--- config.mk ---
export PLATFORM = sky130hd
export DESIGN_NAME = sst_tx
export DESIGN_NICKNAME = d
export VERILOG_FILES = /design/src/rtl/sst_pkg.sv /design/src/rtl/sst_clkgen.sv /design/src/rtl/sst_hold.sv /design/src/rtl/sst_shifter.sv /design/src/rtl/sst_tx.sv
export SDC_FILE = /design/constraint.sdc
export NUM_CORES = 1
export LEC_CHECK = 0
export ABC_AREA = 1
export ABC_CLOCK_PERIOD_IN_PS = 1800
export CAP_MARGIN = 20
export CORE_ASPECT_RATIO = 0.75
export CORE_UTILIZATION = 50
export CTS_CLUSTER_SIZE = 8
export DETAILED_ROUTE_END_ITERATION = 16
export GPL_TIMING_DRIVEN = 0
export PLACE_DENSITY = 0.79
export RECOVER_POWER = 50
export SYNTH_ARGS = -nofsm -noshare
export SYNTH_HDL_FRONTEND = slang
export SYNTH_HIERARCHICAL = 1
export SYNTH_SLANG_ARGS = --single-unit
--- constraint.sdc ---
create_clock -name clk_i -period 1.8 [get_ports clk_i]
set_input_delay 0.27 -clock clk_i [delete_from_list [all_inputs] [get_ports clk_i]]
set_output_delay 0.27 -clock clk_i [all_outputs]
set_load 0.02 [all_outputs]
--- src/rtl/sst_pkg.sv ---
package sst_pkg;
  typedef enum logic {
    SRC_INTERNAL = 1'b0,
    SRC_EXTERNAL = 1'b1
  } sclk_src_e;

  localparam int unsigned DEF_DATA_W = 8;
  localparam int unsigned DEF_DIV_W  = 8;
  localparam int unsigned DEF_SYNC   = 2;
endpackage

--- src/rtl/sst_clkgen.sv ---
module sst_clkgen #(
  parameter int unsigned DIV_W       = 8,
  parameter int unsigned SYNC_STAGES = 2
) (
  input  logic             clk_i,
  input  logic             rst_ni,
  input  logic             active_i,
  input  logic             phase_hi_i,
  input  logic             ext_mode_i,
  input  logic [DIV_W-1:0] div_i,
  input  logic             ext_sclk_i,
  output logic             fall_tick_o,
  output logic             rise_tick_o
);
  localparam int unsigned LAST = SYNC_STAGES;

  logic [DIV_W-1:0] cnt_q;
  logic [LAST:0]    sync_q;
  logic             int_tick, ext_fall, ext_rise;

  // synchronizer stages plus one history stage for edge detect
  for (genvar g = 0; g <= LAST; g++) begin : g_sync
    always_ff @(posedge clk_i or negedge rst_ni) begin
      if (!rst_ni) sync_q[g] <= 1'b1;
      else if (g == 0) sync_q[g] <= ext_sclk_i;
      else sync_q[g] <= sync_q[(g == 0) ? 0 : g-1];
    end
  end

  assign ext_fall = sync_q[LAST] & ~sync_q[LAST-1];
  assign ext_rise = ~sync_q[LAST] & sync_q[LAST-1];

  assign int_tick = active_i & ~ext_mode_i & (cnt_q == div_i);

  always_ff @(posedge clk_i or negedge rst_ni) begin
    if (!rst_ni)                      cnt_q <= '0;
    else if (!active_i || ext_mode_i) cnt_q <= '0;
    else if (cnt_q == div_i)          cnt_q <= '0;
    else                              cnt_q <= cnt_q + 1'b1;
  end

  assign fall_tick_o = ext_mode_i ? ext_fall : (int_tick & phase_hi_i);
  assign rise_tick_o = ext_mode_i ? ext_rise : (int_tick & ~phase_hi_i);

  assert_tick_spacing_R4: assert property (@(posedge clk_i) disable iff (!rst_ni)
    int_tick |=> (!int_tick || div_i == '0));
endmodule

--- src/rtl/sst_hold.sv ---
module sst_hold #(
  parameter int unsigned DATA_W = 8
) (
  input  logic              clk_i,
  input  logic              rst_ni,
  input  logic              wr_en_i,
  input  logic [DATA_W-1:0] wr_data_i,
  input  logic              copy_i,
  input  logic              set_done_i,
  output logic [DATA_W-1:0] hold_o,
  output logic              empty_o,
  output logic              done_o
);
  logic [DATA_W-1:0] hold_q;
  logic              empty_q, done_q;

  always_ff @(posedge clk_i or negedge rst_ni) begin
    if (!rst_ni) begin
      hold_q  <= '0;
      empty_q <= 1'b1;
      done_q  <= 1'b1;
    end else if (wr_en_i) begin
      // write wins over a same-cycle copy: copy takes the old byte
      hold_q  <= wr_data_i;
      empty_q <= 1'b0;
      done_q  <= 1'b0;
    end else begin
      if (copy_i)     empty_q <= 1'b1;
      if (set_done_i) done_q  <= 1'b1;
    end
  end

  assign hold_o  = hold_q;
  assign empty_o = empty_q;
  assign done_o  = done_q;

  assert_wr_clears_flags_R2: assert property (@(posedge clk_i) disable iff (!rst_ni)
    wr_en_i |=> (!empty_q && !done_q));

  assert_done_with_empty_R7: assert property (@(posedge clk_i) disable iff (!rst_ni)
    $rose(done_q) |-> empty_q);
endmodule

--- src/rtl/sst_shifter.sv ---
module sst_shifter #(
  parameter int unsigned DATA_W = 8
) (
  input  logic              clk_i,
  input  logic              rst_ni,
  input  logic              tx_en_i,
  input  logic              fall_tick_i,
  input  logic              rise_tick_i,
  input  logic              empty_i,
  input  logic [DATA_W-1:0] hold_i,
  output logic              active_o,
  output logic              phase_hi_o,
  output logic              sdata_o,
  output logic              copy_o,
  output logic              set_done_o
);
  localparam int unsigned       IDX_W    = (DATA_W > 1) ? $clog2(DATA_W) : 1;
  localparam logic [IDX_W-1:0] LAST_IDX = IDX_W'(DATA_W - 1);

  logic [DATA_W-1:0] shreg_q;
  logic [IDX_W-1:0]  bit_q;
  logic              active_q, phase_q, sdata_q, chain_q;
  logic              fall_ok, rise_ok, at_last, start;

  assign fall_ok = active_q & phase_q & fall_tick_i;
  assign rise_ok = active_q & ~phase_q & rise_tick_i;
  assign at_last = (bit_q == LAST_IDX);
  assign start   = tx_en_i & ~active_q & ~empty_i;

  assign copy_o     = start | (tx_en_i & fall_ok & at_last & ~empty_i);
  assign set_done_o = tx_en_i & fall_ok & at_last & empty_i;

  always_ff @(posedge clk_i or negedge rst_ni) begin
    if (!rst_ni) begin
      shreg_q  <= '0;
      bit_q    <= '0;
      active_q <= 1'b0;
      phase_q  <= 1'b1;
      sdata_q  <= 1'b1;
      chain_q  <= 1'b0;
    end else if (!tx_en_i) begin
      active_q <= 1'b0;
      phase_q  <= 1'b1;
      sdata_q  <= 1'b1;
      chain_q  <= 1'b0;
      bit_q    <= '0;
    end else if (!active_q) begin
      if (start) begin
        shreg_q  <= hold_i;
        bit_q    <= '0;
        active_q <= 1'b1;
      end
    end else if (fall_ok) begin
      phase_q <= 1'b0;
      sdata_q <= shreg_q[bit_q];
      if (at_last) begin
        // re-check for a waiting byte while the last bit goes out
        chain_q <= ~empty_i;
        if (!empty_i) shreg_q <= hold_i;
      end
    end else if (rise_ok) begin
      phase_q <= 1'b1;
      if (at_last) begin
        bit_q    <= '0;
        active_q <= chain_q;
      end else begin
        bit_q <= bit_q + 1'b1;
      end
    end
  end

  assign active_o   = active_q;
  assign phase_hi_o = phase_q;
  assign sdata_o    = sdata_q;

  assert_idle_clock_high_R4: assert property (@(posedge clk_i) disable iff (!rst_ni)
    !active_q |-> phase_q);

  assert_abort_idle_R11: assert property (@(posedge clk_i) disable iff (!rst_ni)
    !tx_en_i |=> (!active_q && phase_q && sdata_q));
endmodule

--- src/rtl/sst_tx.sv ---
module sst_tx
  import sst_pkg::*;
#(
  parameter int unsigned DATA_W      = DEF_DATA_W,
  parameter int unsigned DIV_W       = DEF_DIV_W,
  parameter int unsigned SYNC_STAGES = DEF_SYNC
) (
  input  logic              clk_i,
  input  logic              rst_ni,
  input  logic              wr_en_i,
  input  logic [DATA_W-1:0] wr_data_i,
  input  logic              tx_en_i,
  input  logic              txe_irq_en_i,
  input  logic              done_irq_en_i,
  input  logic              clk_src_i,
  input  logic [DIV_W-1:0]  div_i,
  input  logic              ext_sclk_i,
  output logic              sclk_o,
  output logic              sdata_o,
  output logic              hold_empty_o,
  output logic              tx_done_o,
  output logic              irq_empty_o,
  output logic              irq_done_o
);
  logic [DATA_W-1:0] hold;
  logic              empty, done, active, phase_hi, fall_tick, rise_tick, copy, set_done;
  logic              ext_mode;

  assign ext_mode = (sclk_src_e'(clk_src_i) == SRC_EXTERNAL);

  sst_clkgen #(.DIV_W(DIV_W), .SYNC_STAGES(SYNC_STAGES)) u_clkgen (
    .clk_i, .rst_ni,
    .active_i   (active),
    .phase_hi_i (phase_hi),
    .ext_mode_i (ext_mode),
    .div_i,
    .ext_sclk_i,
    .fall_tick_o(fall_tick),
    .rise_tick_o(rise_tick)
  );

  sst_hold #(.DATA_W(DATA_W)) u_hold (
    .clk_i, .rst_ni,
    .wr_en_i, .wr_data_i,
    .copy_i     (copy),
    .set_done_i (set_done),
    .hold_o     (hold),
    .empty_o    (empty),
    .done_o     (done)
  );

  sst_shifter #(.DATA_W(DATA_W)) u_shifter (
    .clk_i, .rst_ni, .tx_en_i,
    .fall_tick_i(fall_tick),
    .rise_tick_i(rise_tick),
    .empty_i    (empty),
    .hold_i     (hold),
    .active_o   (active),
    .phase_hi_o (phase_hi),
    .sdata_o,
    .copy_o     (copy),
    .set_done_o (set_done)
  );

  // pin is an input in external mode, so the driven clock parks high
  assign sclk_o       = ext_mode ? 1'b1 : phase_hi;
  assign hold_empty_o = empty;
  assign tx_done_o    = done;
  assign irq_empty_o  = empty & txe_irq_en_i;
  assign irq_done_o   = done & done_irq_en_i;

  assert_data_on_fall_R5: assert property (@(posedge clk_i) disable iff (!rst_ni)
    (tx_en_i && $past(tx_en_i) && !ext_mode && !$stable(sdata_o)) |-> $fell(sclk_o));
endmodule

==> flow_summary.yaml <==
outcome:
  status: "complete, no violations"
placement:
  dp_hpwl_um: 2606
  gp_congestion: 0.8350
  dpl_worst_slack_ns: -0.3647
  io_buffers: 29
  dp_cells: 318
setup_path:
  r2r_cells: 12
  worstReg2RegEnd: "u_shifter/shreg_q[5]"
  required_ns: 2.03
  rrSetupSlack_ns: 0.05
  cp-start-kind: "input port"
  arrival_ns: 1.99
  rr_startpoint: "u_clkgen/cnt_q[0]"
  crit_start: "div_i[2]"
  worstSetupEndpoint: "u_shifter/shreg_q[5]"
  crit_type: "in -> reg"
  worstPathMaxFanout: 8
  endpoint_kind: "flop"
floorplanning:
  num_io_pins: 30
  rows: 19
  fp.dieArea_mm2: 0.004083
  die_w_um: 73.45
  core_mm2: 0.003661
  fp.dieH_um: 55.59
  start_util_pct: 52.29
synth:
  ys_dominant_reg_cell: "dfrtp_1"
  yosys.area.top_type: "dfrtp_1"
  synth_cells: 237
  synthArstFlopShare_pct: 100.0
  yosys.area.top_type_share_pct: 37.91
  synth.avg_cell_area_um2: 8.077
  yosys.cell_types.count: 27
  ys_ff_latch: 36
  synth_edf_count: 0
  yosysSeqAreaShare_pct: 47.52
  synth.most_common_cell: "nand2_1"
  yosys-top-cells-count: "87 x nand2_1, 32 x inv_1, 29 x dfrtp_1, 24 x nand3_1, 9 x nor2_2"
  netlist_area_mm2: 0.001914
  synth_nets: 265
  ys_warn_count: 6
  netlist_top_cells_area: "dfrtp_1 38%, nand2_1 17%, dfstp_2 9.6%"
finish:
  post-route-util_pct: 69.04
  num-nets-final: 309
  syn_to_final_growth_pct: 32.03
  layout.cells.non_filler: 334
  fillers: 290
  n_antenna_cell: 0
  drive_above_1_share_pct: 24.82
timing:
  slew_violations: 0
  finalSetupTns_ns: 0
  period_minus_slack_ns: 1.757
  slew_headroom_pct: 43.23
  skew_ns: 0.004627
  rsz0062_at_grt: "yes"
  worst_slew_pin_slew_ns: 0.8516
  setup-violations-final: 0
  fin_crit_sh_pct: 97.59
  hold_viol_final: 0
  setup_slack_ns: 0.04343
  fmax_ghz: 0.5693
clock_tree:
  clkSlewWorstSetupHoldPaths_ns: 0.07
  cts_made_buffers: 5
  htreeDepth: 2
  clockBufferDepth: 2
  cts_tree: "yes"
  cts.sinks: 36
  cts_root_buf: "clkbuf_8"
  clk_latency_ns: 0.29
detailed_routing:
  vias: 1592
  wl_per_cell_um: 11.22
  route.detailed.drc: 0
  drt_iter0_markers: 96
  wirelength_um: 3748
  ant_nets: 0
  first_pass_iters: 8
  avgViaCountPerCell: 4.766
global_routing:
  grt-ovfl-total: 0
  grt_max_degree: 37
  antenna_found_initial: 0
  grt_pass1_wl_um: 6189
  grt_pass1_vias: 1455
  grtUsageTotal_pct: 20.36
worst_hold_path:
  hold_class: "in -> async"
power:
  max-vdd-ir-drop_mv: 0.5800
  power.leakage_nw: 1.266
  pwr_density_cell_mw_per_mm2: 788.0
job:
  cap_violations: 0
-- registers in the layout (all words and copies together) (netlist names) --
name,flops
u_clkgen/cnt_q,8
u_clkgen/sync_q,3
u_hold/done_o,1
u_hold/empty_o,1
u_hold/hold_o,8
u_shifter/active_o,1
u_shifter/bit_q,3
u_shifter/chain_q,1
u_shifter/phase_hi_o,1
u_shifter/sdata_o,1
u_shifter/shreg_q,8
-- final cells by class --
cell class | instances | area [um^2] | share of cell area [%]
buffer | 1 | 7.507 | 0.2970
clock buffer | 6 | 72.57 | 2.871
clock inverter | 2 | 35.03 | 1.386
inverter | 35 | 131.4 | 5.198
multi-input combinational | 165 | 962.2 | 38.07
sequential | 36 | 913.4 | 36.14
tap | 52 | 65.06 | 2.574
timing repair buffer | 37 | 340.3 | 13.47
-- layout by cell type, fill, tap and decap left out, types with 5 or more instances in the layout --
master           synthesis  layout
nand3_1                 24      23
nand2_1                 87      75
nor2_2                   9       8
buf_4                    1       9
nand2_2                  3      14
clkbuf_8                 0       5
clkdlybuf4s50_1          0      23
dfstp_2                  7       7
inv_1                   32      31
nor2_1                   8       7
dfrtp_1                 29      26
-- worst min path at each step --
stage / from / endpoint / slack (ns) / depth (start not counted)
after global placement: u_clkgen/sync_q[0] / u_clkgen/sync_q[1] / 0.35 / 0
after global routing: rst_ni / u_hold/hold_o[4] / 0.15 / 1
after detailed placement: u_clkgen/sync_q[0] / u_clkgen/sync_q[1] / 0.35 / 0
after CTS: rst_ni / u_hold/hold_o[4] / 0.08 / 1
final: rst_ni / u_hold/hold_o[4] / 0.08 / 1
after floorplan: rst_ni / u_clkgen/cnt_q[0] / -0.03 / 0
-- timing repair --
action                                  CTS  global route
setup buffers                             2             6
pin swaps                                 1            13
resized for setup                         6            25
gates cloned                              0             0
hold buffers                              0             0
endpoints found under the setup margin   14            12
-- cells by family (layout without fill, tap and decap cells) --
| group | after synthesis | after routing | share of synthesized area, % |
|---|---|---|---|
| simple gates | 146 | 146 | 37.26 |
| flops | 36 | 36 | 47.52 |
| buf+inv | 36 | 81 | 7.255 |
| compound gates | 8 | 8 | 2.157 |
| xor+xnor | 7 | 7 | 3.203 |
| fa+ha+maj | 4 | 4 | 2.614 |
-- layer usage --
metal / up-vias / routed length [um] / track usage [%]
li1: 819 / - / -
met1: 726 / 1821 / 29.04
met2: 39 / 1688 / 28.83
met3: 8 / 173 / 5.616
met4: 0 / 64 / 9.341
met5: - / 0 / 0
-- per-stage QoR --
step	instance area, um^2	hold WS (ns)	total power, W
floorplan	1914	-0.02559	0.001147
global placement	2270	0.3454	0.001266
detailed placement	2265	0.3484	0.001276
CTS	2390	0.07596	0.001972
global route	2527	0.1454	0.002103
finish	2527	0.07905	0.001992
-- report_power, final --
part           switching, W  internal (W)  total (W)
combinational      0.000189      0.000152   0.000341
sequential        0.0000690      0.000895   0.000964
clock              0.000276      0.000411   0.000686
total              0.000533       0.00146    0.00199
-- worst max-delay path, cell delays in order --
cell             delay (ns)
clkdlybuf4s50_1        0.52
xnor2_2                0.14
nand2_2                0.08
nor2_4                 0.13
nand4_1                0.12
nand2_2                0.15
nand4_4                0.14
nand2_4                0.17
buf_4                  0.14
nand3_1                0.07
nand2_1                0.08
(Power assumes the default switching activity.)
